**config.mk**
```make
export PLATFORM = sky130hd
export DESIGN_NAME = flash_byte_writer
export DESIGN_NICKNAME = d
export VERILOG_FILES = /design/src/rtl/flash_wr_pkg.sv /design/src/rtl/flash_spi_shifter.sv /design/src/rtl/flash_byte_writer.sv
export SDC_FILE = /design/constraint.sdc
export NUM_CORES = 1
export LEC_CHECK = 0
export BUFFER_PORTS_ARGS = -buffer_cell sky130_fd_sc_hd__buf_4
export CAP_MARGIN = 40
export CORE_AREA = 5 5 127 129
export CTS_CLUSTER_SIZE = 40
export DETAILED_ROUTE_END_ITERATION = 12
export DIE_AREA = 0 0 132 134
export GPL_TIMING_DRIVEN = 1
export MAX_ROUTING_LAYER = met4
export PLACE_DENSITY = 0.67
export SLEW_MARGIN = 20
export SYNTH_ARGS = -nofsm -noshare
export SYNTH_HDL_FRONTEND = slang
export SYNTH_SLANG_ARGS = --single-unit
```
**constraint.sdc**
```tcl
create_clock -name clk -period 2.9 [get_ports clk]
set_clock_uncertainty 0.05 [all_clocks]
set_input_delay 0 -clock clk [delete_from_list [all_inputs] [get_ports clk]]
set_output_delay 0 -clock clk [all_outputs]
set_load 0.03 [all_outputs]
```
**src/rtl/flash_wr_pkg.sv**
```systemverilog
package flash_wr_pkg;

  localparam logic [7:0] OP_RDSR = 8'h05;
  localparam logic [7:0] OP_WREN = 8'h06;
  localparam logic [7:0] OP_PP   = 8'h02;

  localparam int FRAME_W = 40;
  localparam int BCNT_W  = $clog2(FRAME_W + 1);

  typedef enum logic [2:0] {
    ST_IDLE, ST_SR_CHK, ST_CANCEL, ST_WEN, ST_PROG, ST_POLL
  } ctl_state_t;

  // Guard level g protects the top 1/2^(7-g) of a 2^aw byte array.
  function automatic logic in_guard(input logic [23:0] addr,
                                    input logic [2:0]  g,
                                    input int          aw);
    logic [24:0] span, size, base, a;
    if (g == 3'd0) return 1'b0;
    span = 25'd1 << aw;
    size = span >> (3'd7 - g);
    base = span - size;
    a    = {1'b0, addr} & (span - 25'd1);
    return a >= base;
  endfunction

endpackage

```
**src/rtl/flash_spi_shifter.sv**
```systemverilog
module flash_spi_shifter
  import flash_wr_pkg::*;
#(
  parameter int SCK_HALF = 2
) (
  input  logic               clk,
  input  logic               rst_n,
  input  logic               start,
  input  logic [FRAME_W-1:0] tx,
  input  logic [BCNT_W-1:0]  nbits,
  output logic               done,
  output logic [7:0]         rx_byte,
  output logic               sck,
  output logic               cs_n,
  output logic               mosi,
  input  logic               miso
);

  localparam int GAP   = 2 * SCK_HALF;
  localparam int DIV_W = $clog2(GAP + 1);

  typedef enum logic [1:0] {SH_IDLE, SH_RUN, SH_GAP} sh_state_t;

  sh_state_t          st;
  logic [FRAME_W-1:0] sr;
  logic [BCNT_W-1:0]  bits;
  logic [DIV_W-1:0]   div;

  wire half_end = (div == DIV_W'(SCK_HALF - 1));
  wire gap_end  = (div == DIV_W'(GAP - 1));

  assign mosi = sr[FRAME_W-1];

  always_ff @(posedge clk or negedge rst_n) begin
    if (!rst_n) begin
      st      <= SH_IDLE;
      sr      <= '0;
      bits    <= '0;
      div     <= '0;
      sck     <= 1'b0;
      cs_n    <= 1'b1;
      rx_byte <= '0;
      done    <= 1'b0;
    end else begin
      done <= 1'b0;
      case (st)
        SH_IDLE: if (start) begin
          sr   <= tx;
          bits <= nbits;
          div  <= '0;
          cs_n <= 1'b0;
          st   <= SH_RUN;
        end
        SH_RUN: begin
          if (half_end) begin
            div <= '0;
            if (!sck) begin
              sck     <= 1'b1;
              rx_byte <= {rx_byte[6:0], miso};
            end else begin
              sck  <= 1'b0;
              sr   <= sr << 1;
              bits <= bits - 1'b1;
              if (bits == BCNT_W'(1)) begin
                cs_n <= 1'b1;
                st   <= SH_GAP;
              end
            end
          end else begin
            div <= div + 1'b1;
          end
        end
        default: begin
          if (gap_end) begin
            div  <= '0;
            done <= 1'b1;
            st   <= SH_IDLE;
          end else begin
            div <= div + 1'b1;
          end
        end
      endcase
    end
  end

endmodule

```
**src/rtl/flash_byte_writer.sv**
```systemverilog
module flash_byte_writer
  import flash_wr_pkg::*;
#(
  parameter int SCK_HALF = 2,
  parameter int MEM_AW   = 24
) (
  input  logic        clk,
  input  logic        rst_n,
  input  logic        write,
  input  logic        wren,
  input  logic [7:0]  wr_data,
  input  logic [23:0] wr_addr,
  output logic        busy,
  output logic        illegal_write,
  output logic        spi_sck,
  output logic        spi_cs_n,
  output logic        spi_mosi,
  input  logic        spi_miso
);

  localparam logic [BCNT_W-1:0] N_SR = BCNT_W'(16);
  localparam logic [BCNT_W-1:0] N_WE = BCNT_W'(8);
  localparam logic [BCNT_W-1:0] N_PP = BCNT_W'(FRAME_W);

  ctl_state_t         st;
  logic [23:0]        a_q;
  logic [7:0]         d_q;
  logic               ill_cnt;
  logic               sh_start;
  logic [FRAME_W-1:0] sh_tx;
  logic [BCNT_W-1:0]  sh_nbits;
  logic               sh_done;
  logic [7:0]         sh_rx;

  // Named internal events, also used by the bound checker.
  wire ev_accept     = (st == ST_IDLE) && write && wren;
  wire ev_blocked    = (st == ST_SR_CHK) && sh_done && in_guard(a_q, sh_rx[4:2], MEM_AW);
  wire ev_poll_clear = (st == ST_POLL) && sh_done && !sh_rx[0];

  flash_spi_shifter #(.SCK_HALF(SCK_HALF)) u_shift (
    .clk     (clk),
    .rst_n   (rst_n),
    .start   (sh_start),
    .tx      (sh_tx),
    .nbits   (sh_nbits),
    .done    (sh_done),
    .rx_byte (sh_rx),
    .sck     (spi_sck),
    .cs_n    (spi_cs_n),
    .mosi    (spi_mosi),
    .miso    (spi_miso)
  );

  always_ff @(posedge clk or negedge rst_n) begin
    if (!rst_n) begin
      st            <= ST_IDLE;
      a_q           <= '0;
      d_q           <= '0;
      busy          <= 1'b0;
      illegal_write <= 1'b0;
      ill_cnt       <= 1'b0;
      sh_start      <= 1'b0;
      sh_tx         <= '0;
      sh_nbits      <= '0;
    end else begin
      sh_start <= 1'b0;
      case (st)
        ST_IDLE: if (ev_accept) begin
          a_q      <= wr_addr;
          d_q      <= wr_data;
          busy     <= 1'b1;
          sh_start <= 1'b1;
          sh_tx    <= {OP_RDSR, 32'h0};
          sh_nbits <= N_SR;
          st       <= ST_SR_CHK;
        end
        ST_SR_CHK: if (sh_done) begin
          if (ev_blocked) begin
            busy          <= 1'b0;
            illegal_write <= 1'b1;
            ill_cnt       <= 1'b0;
            st            <= ST_CANCEL;
          end else begin
            sh_start <= 1'b1;
            sh_tx    <= {OP_WREN, 32'h0};
            sh_nbits <= N_WE;
            st       <= ST_WEN;
          end
        end
        ST_CANCEL: begin
          if (ill_cnt) begin
            illegal_write <= 1'b0;
            st            <= ST_IDLE;
          end else begin
            ill_cnt <= 1'b1;
          end
        end
        ST_WEN: if (sh_done) begin
          sh_start <= 1'b1;
          sh_tx    <= {OP_PP, a_q, d_q};
          sh_nbits <= N_PP;
          st       <= ST_PROG;
        end
        ST_PROG: if (sh_done) begin
          sh_start <= 1'b1;
          sh_tx    <= {OP_RDSR, 32'h0};
          sh_nbits <= N_SR;
          st       <= ST_POLL;
        end
        default: if (sh_done) begin
          if (ev_poll_clear) begin
            busy <= 1'b0;
            st   <= ST_IDLE;
          end else begin
            sh_start <= 1'b1;
            sh_tx    <= {OP_RDSR, 32'h0};
            sh_nbits <= N_SR;
          end
        end
      endcase
    end
  end

endmodule

```
==> metrics.md, run 1 <==
| Metric | Value |
|---|---|
| Status | finished with violations |
| Failing checks | setup timing |
| Number of port buffers | 41 |
| Switching power total | 0.001211 W |
| Clock net sink count | 134 |
| Final Critical Period | 2944 ps |
| Setup WS post-layout | -44.14 ps |
| Reg clk slew, reported paths | 60 ps |
| Leading post-synthesis cells by cell area | dfrtp_1, mux2_2, nand2_1, a22o_1, a31oi_1 |
| Slowest-stage cell, CP | dfrtp_2 |
| Slew Limit Headroom | 0.5521 |
| Final setup vio count | 26 |
| Root buf cell | clkbuf_16 |
| Vias in the first global route | 4295 |
| Hold Crit Class | primary input to async pin |
| CP bufs+invs | 3 |
| Die H | 134 um |
| Share of layout cells above drive strength 1 | 0.2429 |
| Drt via density | 5.207 |
| HPWL after detailed placement | 7.119 mm |
| Yosys reg bits | 134 |
| Dpl ws | -55.38 ps |
| Max IR drop VDD | 393.6 uV |
| DRC Markers | 0 |
| Die area | 17690 um^2 |
| RSZ-0062 raised after global routing | yes |
| Crit path capture type | flop |
| Via count | 4259 |
| Final net count | 668 |
| PD cells | 670.7 nW/um^2 |
| Routability Congestion | 0.7929 |
| Largest area contributor in the netlist | dfrtp_1 |
| Initial antenna violation count | 0 |
| First-pass GRT wire length | 20.85 mm |
| Max incr delay on CP | 430 ps |
| Max H-tree Level | 4 |
| Floorplan core area | 14920 um^2 |
| Crit path max fanout | 6 |
| Worst slew pin tran | 670.4 ps |
| Core Rows | 45 |
| Clock power frac | 0.431 |
| CTS Buf Count | 17 |
| Arr. time, crit path | 3250 ps |
| Pre-antenna DRT Iters | 6 |
| Die width | 132 um |
| CP required | 3200 ps |
| Static Leak | 3.352 nW |
| # diodes | 0 |
| Starting DRT DRC Count | 372 |
| Final instance area | 7567 um^2 |
| Sw Ratio | 0.2385 |
| Yosys cell types | 44 |
| Routed WL | 12.20 mm |
| Syn. warnings | 0 |
| Net Count, Synth | 586 |
| Max clock buf depth | 2 |
| Area share of the largest cell type after synthesis | 0.5706 |
| Max-cap violations | 0 |
| Gate power share | 0.120 |
| Sequential power share | 0.448 |
| CP delay by family, top | compound AO/OA/AOI/OAI gates |
| Global route overflow | 0 |
| Internal | 0.003865 W |
| Fmax | 339.7 MHz |
| Slew Limit Fails | 0 |
| Wire per inst | 14.91 um |
| Sequential share of the synthesized area | 0.5751 |
| Post-synthesis instance total | 535 |
| Mapped cell area | 5833 um^2 |
| Post-route ant nets | 0 |
| CTS tree | yes |
| Final Cycle Share | 1.015 |
| Largest net degree at the start of global routing | 77 |
| Area grow syn2layout | 29.73% |
| Avg Cell Area, Syn | 10.90 um^2 |
| I/O pins | 42 |
| Final Util | 0.5072 |
| Initial Utilization | 0.3909 |
| CP startpoint kind | flop |
| Tot Pwr | 0.005075 W |
| Critical Path, Cell by Cell | nor3_4, inv_2, ha_4, xnor2_1, a22o_1, ha_4, nand3_4, a311oi_4, o31ai_4, a21boi_4, buf_12, clkbuf_16, a22o_1 |
| Reg2Reg Depth | 13 |
| Post-Place Cell Area | 6410 um^2 |
| Gr usage total | 0.1483 |
| WP depth | 13 |
| R2R setup slack | -40 ps |
| Crit path kind | flop to flop |
| Worst skew pair latency | 420 ps |
| Fin. Hold Viols | 0 |
==> kinds of logic (layout without fill, tap and decap cells) <==
logic type | count (synthesis) | after routing | synth area share
AND/OR/NAND/NOR | 171 | 171 | 0.1257
flip-flops | 134 | 134 | 0.5751
AO/OA/AOI/OAI | 122 | 122 | 0.1469
buffers and inverters | 50 | 145 | 0.03947
multiplexers | 40 | 40 | 0.07679
adder cells (fa/ha/maj) | 14 | 14 | 0.03003
XOR/XNOR | 4 | 4 | 0.006007
==> area by class of cell <==
type                    instances  area (um^2)
flip-flops and latches        134         3356
inverters                      17        63.81
clock buffers                  21        460.4
fillers                      1266         7353
multi-input cells             351         2375
repair buffers                 96        928.4
well taps                     188        235.2
clock inverters                11        148.9
==> flip-flops by register name, summed over array words and instances (netlist names), 2 cells and up <==
name and count:
u_shift.sr 40, u_shift.bits 6, u_shift.st 2, u_shift.rx_byte 5, sh_tx 35, d_q 8
u_shift.div 3, st 3, a_q 24
==> synth_stat cells (all sizes together) <==
cell	number
a211o	1
a211oi	1
a21boi	1
a21o	5
a21oi	15
a22o	35
a22oi	1
a311oi	1
a31oi	34
a32oi	1
and2	2
and3	1
buf	14
clkbuf	19
dfrtp	133
dfstp	1
ha	14
inv	17
mux2	38
mux2i	2
nand2	93
nand2b	3
nand3	6
nand4b	1
nand4bb	1
nor2	49
nor2b	3
nor3	7
nor3b	3
nor4b	1
o211ai	1
o21a	1
o21ai	20
o21bai	1
o31ai	3
o32ai	1
or2	1
xnor2	2
xor2	2
==> cells in the final DEF, fill, tap and decap left out, drive strengths merged, types with 2 or more instances in the layout <==
cell         synthesis  routed
o21ai               20      20
mux2                38      38
a21oi               15      15
bufinv               0       3
a22o                35      35
clkinvlp             0       3
ha                  14      14
nor2b                3       3
clkinv               0       4
and2                 2       2
inv                 17      18
nor3b                3       3
a31oi               34      34
dfrtp              133     133
buf                 14      61
mux2i                2       2
nor2                49      49
xor2                 2       2
nor3                 7       7
nand2               93      93
nand2b               3       3
a21o                 5       5
xnor2                2       2
o31ai                3       3
dlygate4sd3          0      34
clkbuf              19      22
nand3                6       6
==> layer usage <==
layer,part of all wire,global-route usage,vias up,wire [um]
li1,-,-,2035,-
met1,0.43,0.1773,2112,5287
met2,0.51,0.2378,95,6243
met3,0.041,0.03226,17,500
met4,0.013,0.07486,0,164
met5,0,-,-,0
==> worst reg2reg max path: stages (launching register included) <==
cell       delay [ps]
dfrtp_2           430
nor3_4            240
inv_2              80
ha_4              190
xnor2_1           130
a22o_1            240
ha_4              310
nand3_4            90
a311oi_4          350
o31ai_4           140
a21boi_4          220
buf_12            160
clkbuf_16         150
a22o_1            120
==> timing repair <==
item,CTS,global route
cloned,2,2
hold endpoints to repair,91,0
resized for setup,6,9
buffers inserted,4,1
endpoints found under the setup margin,37,37
hold buffers,34,0
pin swaps,4,10
==> final timing paths <==
check                              startpoint                 end
min in group clk                        write               st[1]
max reg2reg                u_shift.rx_byte[4]           sh_tx[25]
max                        u_shift.rx_byte[4]           sh_tx[25]
min                                     rst_n              d_q[7]
min reg2reg                    u_shift.sr[35]      u_shift.sr[35]
max in group asynchronous               rst_n  u_shift.rx_byte[4]
==> power groups by stage <==
stage	clock network, W	logic (W)	registers [W]
after floorplan	0	0.000375	0.00224
after global placement	0	0.000478	0.00231
after detailed placement	0	0.000509	0.00231
after CTS	0.00224	0.000574	0.00228
after global routing	0.00232	0.000682	0.00231
final	0.00219	0.000611	0.00228
==> through the flow <==
stage / setup TNS (ps) / hold WS, ps / std cells
floorplan: -1428 / -345.6 / 535
global placement: 0 / 60.99 / 743
detailed placement: -1428 / 77.18 / 743
CTS: 0 / 110.0 / 815
global route: -3757 / 135.0 / 818
finish: -874.3 / 100.4 / 818
No activity file was read; power rests on OpenSTA's default activity.
==> inputs of run 2 (changes only) <==
--- a/config.mk
+++ b/config.mk
@@ -7,13 +7,15 @@
 export LEC_CHECK = 0
 export BUFFER_PORTS_ARGS = -buffer_cell sky130_fd_sc_hd__buf_4
 export CAP_MARGIN = 40
+export CELL_PAD_IN_SITES_DETAIL_PLACEMENT = 0
+export CELL_PAD_IN_SITES_GLOBAL_PLACEMENT = 1
 export CORE_AREA = 5 5 127 129
 export CTS_CLUSTER_SIZE = 40
 export DETAILED_ROUTE_END_ITERATION = 12
 export DIE_AREA = 0 0 132 134
 export GPL_TIMING_DRIVEN = 1
 export MAX_ROUTING_LAYER = met4
-export PLACE_DENSITY = 0.67
+export PLACE_DENSITY = 0.79
 export SLEW_MARGIN = 20
 export SYNTH_ARGS = -nofsm -noshare
 export SYNTH_HDL_FRONTEND = slang
==> run 2 against run 1 <==
The run now ends clean. Sequential share of layout area down 0.13 points. Clock-buffer cell count down 2. Largest power group is now clock. Worst hold slack worse by 12 ps. Register-to-register slack better by 110 ps.
==> metrics.md, run 2 (same netlist as run 1, synthesis figures left out) <==
| Metric | Value |
|---|---|
| Status | complete, no violations |
| Die area | 17690 um^2 (unchanged) |
| Slew Limit Fails | 0 (unchanged) |
| RSZ-0062 raised after global routing | yes |
| Clock power frac | 0.466 (+0.035) |
| Global route overflow | 0 (unchanged) |
| Sequential power share | 0.425 (-0.023) |
| Gr usage total | 0.1412 (-0.007069) |
| Fin cells | 817 (-0.12%) |
| DRC Markers | 0 (unchanged) |
| Fmax | 352.7 MHz (+3.8%) |
| # diodes | 0 (unchanged) |
| Die width | 132 um (unchanged) |
| Crit path kind | flop to flop |
| Routed WL | 11.68 mm (-4.3%) |
| Sw Ratio | 0.2294 (-0.009094) |
| Hold Crit Class | primary input to flop |
| CP startpoint kind | flop |
| Commonest non-fill, non-tap cell in the layout | dfrtp_1 |
| Internal | 0.004125 W (+6.7%) |
| Arr. time, crit path | 3130 ps (-120 ps) |
| First-pass GRT wire length | 19.98 mm (-4.2%) |
| Switching power total | 0.001228 W (+1.5%) |
| Gate power share | 0.109 (-0.011) |
| Number of port buffers | 41 (unchanged) |
| Max-cap violations | 0 (unchanged) |
| Floorplan core area | 14920 um^2 (unchanged) |
| Final setup vio count | 0 (-100%) |
| Multi-input gate area | 2362 um^2 (-0.53%) |
| Wire per inst | 14.29 um (-4.1%) |
| Post-Place Cell Area | 6390 um^2 (-0.31%) |
| Via count | 4135 (-2.9%) |
| Largest net degree at the start of global routing | 80 (+3.9%) |
| Most frequent cells in the layout | dfrtp_1, nand2_1, buf_4, nor2_1, mux2_2 |
| Max reg flops | 40 (unchanged) |
| Crit path capture type | flop |
| Vias in the first global route | 4104 (-4.4%) |
| Reg area | 3357 um^2 (about the same) |
| Max H-tree Level | 4 (unchanged) |
| Clock net sink count | 134 (unchanged) |
| Final Util | 0.5088 (+0.001677) |
| PD cells | 705.1 nW/um^2 (+5.1%) |
| Final Cycle Share | 0.9777 (-0.03748) |
| Fin Setup TNS | 0 ps (+874.3 ps) |
| Post-route ant nets | 0 (unchanged) |
| Initial Utilization | 0.3909 (unchanged) |
| Drt via density | 5.061 (-2.8%) |
| Initial antenna violation count | 0 (unchanged) |
| I/O pins | 42 (unchanged) |
| Worst skew pair latency | 410 ps (about the same) |
| Final net count | 667 (-0.15%) |
| Area grow syn2layout | 30.16% |
| Share of layout cells above drive strength 1 | 0.2417 (-0.001204) |
| Crit path max fanout | 19 (+13) |
| Max IR drop VDD | 457.1 uV (+16%) |
| Max clock buf depth | 2 (unchanged) |
| Fillers | 1242 (-1.9%) |
| CTS Buf Count | 17 (unchanged) |
| Fin. Hold Viols | 0 (unchanged) |
| Pre-antenna DRT Iters | 4 (-2) |
| Worst slew pin tran | 690.0 ps (+19.58 ps) |
| Biggest register | u_shift.sr |
| Root buf cell | clkbuf_16 |
| Starting DRT DRC Count | 282 (-24%) |
| Static Leak | 3.374 nW (+0.65%) |
| Largest regs | u_shift.sr x40, sh_tx x35, a_q x24 |
| Routability Congestion | 0.8032 (+1.3%) |
| HPWL after detailed placement | 7.016 mm (-1.5%) |
| Final instance area | 7592 um^2 (+0.33%) |
| Placed instance count | 742 (-0.13%) |
| Core Rows | 45 (unchanged) |
| CP required | 3200 ps (about the same) |
| CTS tree | yes |
| Die H | 134 um (unchanged) |
| Reg clk slew, reported paths | 60 ps (about the same) |
| Slew Limit Headroom | 0.5400 (-0.01209) |
| Final Critical Period | 2835 ps (-108.7 ps) |
[run 2: power by group through the flow]
stage	clock (W)	sequential (W)	combinational [W]
2_1_floorplan	0	0.00224	0.000375
3_3_place_gp	0	0.00231	0.000478
3_5_place_dp	0	0.00232	0.000503
4_1_cts	0.00255	0.00228	0.000564
5_1_grt	0.00262	0.00231	0.000649
6_report	0.00250	0.00228	0.000581
[run 2: repair_timing]
item,4_1_cts,5_1_grt
hold endpoints to repair,88,0
hold buffers,34,0
cloned,1,2
setup endpoints to repair,36,37
buffers inserted,3,3
pin swaps,5,5
gates resized for setup,5,6
[run 2: area by class of cell]
class | count | area share
Clock buffer | 19 | 0.05966
Timing Repair Buffer | 95 | 0.1162
Inverter | 17 | 0.008405
Clock inverter | 13 | 0.03148
Sequential cell | 134 | 0.4422
Multi-Input combinational cell | 351 | 0.3111
Tap cell | 188 | 0.03098
[run 2: worst max-delay path, stage by stage (launching register included)]
cell	delay, ps
dfrtp_2	440
nor3_4	190
inv_2	80
ha_4	180
buf_4	140
a22o_1	220
ha_4	310
nand3_4	80
a311oi_4	320
o31ai_4	130
a21boi_4	180
buf_4	140
buf_12	150
a22o_1	160
[run 2: path summary, 6_finish.rpt]
path	from	end	slack, ps	cells past startpoint
max	u_shift.rx_byte[4]	sh_tx[5]	60	13
min	write	st[1]	90	6
max reg2reg	u_shift.rx_byte[4]	sh_tx[5]	60	13
min reg2reg	u_shift.cs_n	u_shift.cs_n	420	2
max in group asynchronous	rst_n	u_shift.rx_byte[3]	1800	3
min in group asynchronous	rst_n	u_shift.sr[7]	130	2
[run 2: routing by layer]
metal / vias up / global-route usage / routed length, um
li1: 2042 / - / -
met1: 2022 / 0.1798 / 5405
met2: 57 / 0.2226 / 5730
met3: 14 / 0.02626 / 341
met4: 0 / 0.06000 / 197
met5: - / - / 0
[run 2: per-stage QoR]
| step | worst slack, ps | total power, W | hold WS [ps] |
|---|---|---|---|
| after global routing | -70.89 | 0.005578 | 154.0 |
| after global placement | 81.93 | 0.002790 | 46.48 |
| after CTS | 9.031 | 0.005393 | 79.65 |
| after floorplan | -55.50 | 0.002620 | -345.6 |
| final | 64.55 | 0.005353 | 88.19 |
| after detailed placement | -28.63 | 0.002819 | 49.12 |
==> inputs of run 3 (changes only) <==
--- a/config.mk
+++ b/config.mk
@@ -16,6 +16,7 @@
 export GPL_TIMING_DRIVEN = 1
 export MAX_ROUTING_LAYER = met4
 export PLACE_DENSITY = 0.79
+export SETUP_SLACK_MARGIN = 0.5
 export SLEW_MARGIN = 20
 export SYNTH_ARGS = -nofsm -noshare
 export SYNTH_HDL_FRONTEND = slang
==> run 3 against run 2 <==
Non-clock buffer count rose by 12. Core utilization rose by 0.96 points. Critical path depth did not move. Worst hold slack got worse by 6.7 ps. Critical path type unchanged. Via count rose by 3.5%. Routed wire length rose by 6.7%. The run now ends with setup timing left.
==> metrics.md, run 3 (same netlist as run 1, synthesis figures left out) <==
| Metric | Value |
|---|---|
| Status | finished with violations |
| Failing checks | setup timing |
| Global route overflow | 0 (unchanged) |
| RSZ-0062 raised after global routing | yes |
| Post-route ant nets | 0 (unchanged) |
| Final Critical Period | 2944 ps (+108.8 ps) |
| # diodes | 0 (unchanged) |
| Crit path kind | flop to flop |
| First-pass GRT wire length | 20.56 mm (+2.9%) |
| CP required | 3150 ps (-50 ps) |
| Worst slew pin tran | 802.3 ps (+112.3 ps) |
| Share of layout cells above drive strength 1 | 0.2613 (+0.01969) |
| Final Cycle Share | 1.015 (+0.03752) |
| DRC Markers | 0 (unchanged) |
| Starting DRT DRC Count | 241 (-15%) |
| Crit path capture type | flop |
| Dpl ws | -79.01 ps (-50.39 ps) |
| Static Leak | 3.441 nW (+2.0%) |
| Max IR drop VDD | 470.6 uV (+3.0%) |
| Max H-tree Level | 4 (unchanged) |
| Slowest-stage cell, CP | dfrtp_2 |
| Fin Setup TNS | -504.2 ps (-504.2 ps) |
| Pre-antenna DRT Iters | 4 (unchanged) |
| Initial antenna violation count | 0 (unchanged) |
| Setup WS post-layout | -44.26 ps (-108.8 ps) |
| Max reg flops | 40 (unchanged) |
| CTS Buf Count | 17 (unchanged) |
| Final setup vio count | 26 (+26) |
| Routed WL | 12.46 mm (+6.7%) |
| Via count | 4281 (+3.5%) |
| Root buf cell | clkbuf_16 |
| Floorplan core area | 14920 um^2 (unchanged) |
| I/O pins | 42 (unchanged) |
| Core Rows | 45 (unchanged) |
| Gate power share | 0.120 (+0.011) |
| Sw Ratio | 0.2280 (-0.001478) |
| Reg clk slew, reported paths | 50 ps (about the same) |
| CP startpoint kind | flop |
| Area grow syn2layout | 32.63% |
| Clock power frac | 0.440 (-0.026) |
| Switching power total | 0.001179 W (-4.0%) |
| Fmax | 339.6 MHz (-3.7%) |
| Worst skew pair latency | 410 ps (about the same) |
| Die H | 134 um (unchanged) |
| Biggest register | u_shift.sr |
| R2R setup slack | -40 ps (-110 ps) |
| PD cells | 668.4 nW/um^2 (-5.2%) |
| Die area | 17690 um^2 (unchanged) |
| Most frequent cells in the layout | dfrtp_1, nand2_1, buf_4, nor2_1, mux2_2 |
| Critical Path, Cell by Cell | nor3_4, inv_2, ha_4, buf_4, xor2_1, ha_1, a31oi_1, nor2b_1, o31ai_4, a21boi_4, buf_6, clkbuf_16, a22o_1 |
| Slew Limit Headroom | 0.4652 (-0.07485) |
| Max clock buf depth | 2 (unchanged) |
| Number of port buffers | 41 (unchanged) |
| Routability Congestion | 0.7959 (-0.91%) |
| Gr usage total | 0.1471 (+0.005920) |
| HPWL after detailed placement | 7.230 mm (+3.0%) |
| Commonest non-fill, non-tap cell in the layout | dfrtp_1 |
| Clock net sink count | 134 (unchanged) |
| Largest net degree at the start of global routing | 59 (-26%) |
| Max-cap violations | 0 (unchanged) |
| Wire per inst | 15.07 um (+5.4%) |
| Die width | 132 um (unchanged) |
| Largest regs | u_shift.sr x40, sh_tx x35, a_q x24 |
| Max incr delay on CP | 430 ps (about the same) |
| Placed instance count | 745 (+0.40%) |
| Sequential power share | 0.440 (+0.015) |
| Hold Crit Class | primary input to flop |
| Slew Limit Fails | 0 (unchanged) |
| Fin cells | 827 (+1.2%) |
| Initial Utilization | 0.3909 (unchanged) |
| Vias in the first global route | 4272 (+4.1%) |
| Crit path max fanout | 5 (-14) |
| Drt via density | 5.177 (+2.3%) |
| CTS tree | yes |
| Internal | 0.003992 W (-3.2%) |
| Arr. time, crit path | 3190 ps (+60 ps) |
| Final net count | 679 (+1.8%) |
| Fin. Hold Viols | 0 (unchanged) |
==> run 3: worst max-delay path: cells and delay by family, from the launching register on <==
kind                       cells  cell delay [ps]
AOI/OAI and AO/OA              4              870
xor gates and xnor gates       1              150
adders and majority gates      2              480
buffers and inverters          4              520
DFF                            1              430
and+or+nand+nor                2              320
==> run 3: cell type report <==
class / count / area, um^2
multi-input cells: 351 / 2401
flip-flops and latches: 134 / 3356
well taps: 188 / 235.2
fillers: 1261 / 7184
inverters: 17 / 63.81
clock buffers: 22 / 484.2
repair buffers: 107 / 1050
clock inverters: 8 / 146.4
==> run 3: metrics by stage <==
stage / instance area (um^2) / total power (W) / hold slack, ps / utilization
6_report: 7736 / 0.005171 / 81.53 / 0.5185
3_3_place_gp: 6412 / 0.002788 / 71.87 / 0.4298
4_1_cts: 7545 / 0.005181 / 61.63 / 0.5057
2_1_floorplan: 5901 / 0.002620 / -345.6 / -
3_5_place_dp: 6412 / 0.002821 / 74.44 / 0.4298
5_1_grt: 7736 / 0.005383 / 138.5 / 0.5185
==> run 3: layer usage <==
metal,global-route usage,up-vias,share of wire
met3,0.03001,23,0.033
met1,0.1792,2136,0.46
li1,-,2054,-
met5,-,-,0
met2,0.2375,68,0.49
met4,0.06629,0,0.024
==> run 3: power groups by stage <==
stage	sequential [W]	combinational [W]	clock [W]
floorplan	0.00224	0.000376	0
global placement	0.00231	0.000482	0
detailed placement	0.00231	0.000509	0
CTS	0.00228	0.000584	0.00231
global route	0.00231	0.000687	0.00239
finish	0.00227	0.000621	0.00228
==> run 3: repair_timing <==
action	4_1_cts	5_1_grt
gates cloned	3	3
endpoints found under the setup margin	41	41
setup buffers	7	3
hold buffers	34	1
pin swaps	3	19
endpoints found under the hold margin	89	2
resized for setup	10	16
==> run 3: final timing paths <==
check                              startpoint  cells past startpoint             to
max                        u_shift.rx_byte[4]                     13      sh_tx[21]
min                                     write                      6          st[1]
max reg2reg                u_shift.rx_byte[4]                     13      sh_tx[21]
min reg2reg                      u_shift.cs_n                      2   u_shift.cs_n
max in group asynchronous               rst_n                      5   u_shift.cs_n
min in group asynchronous               rst_n                      3  u_shift.sr[7]
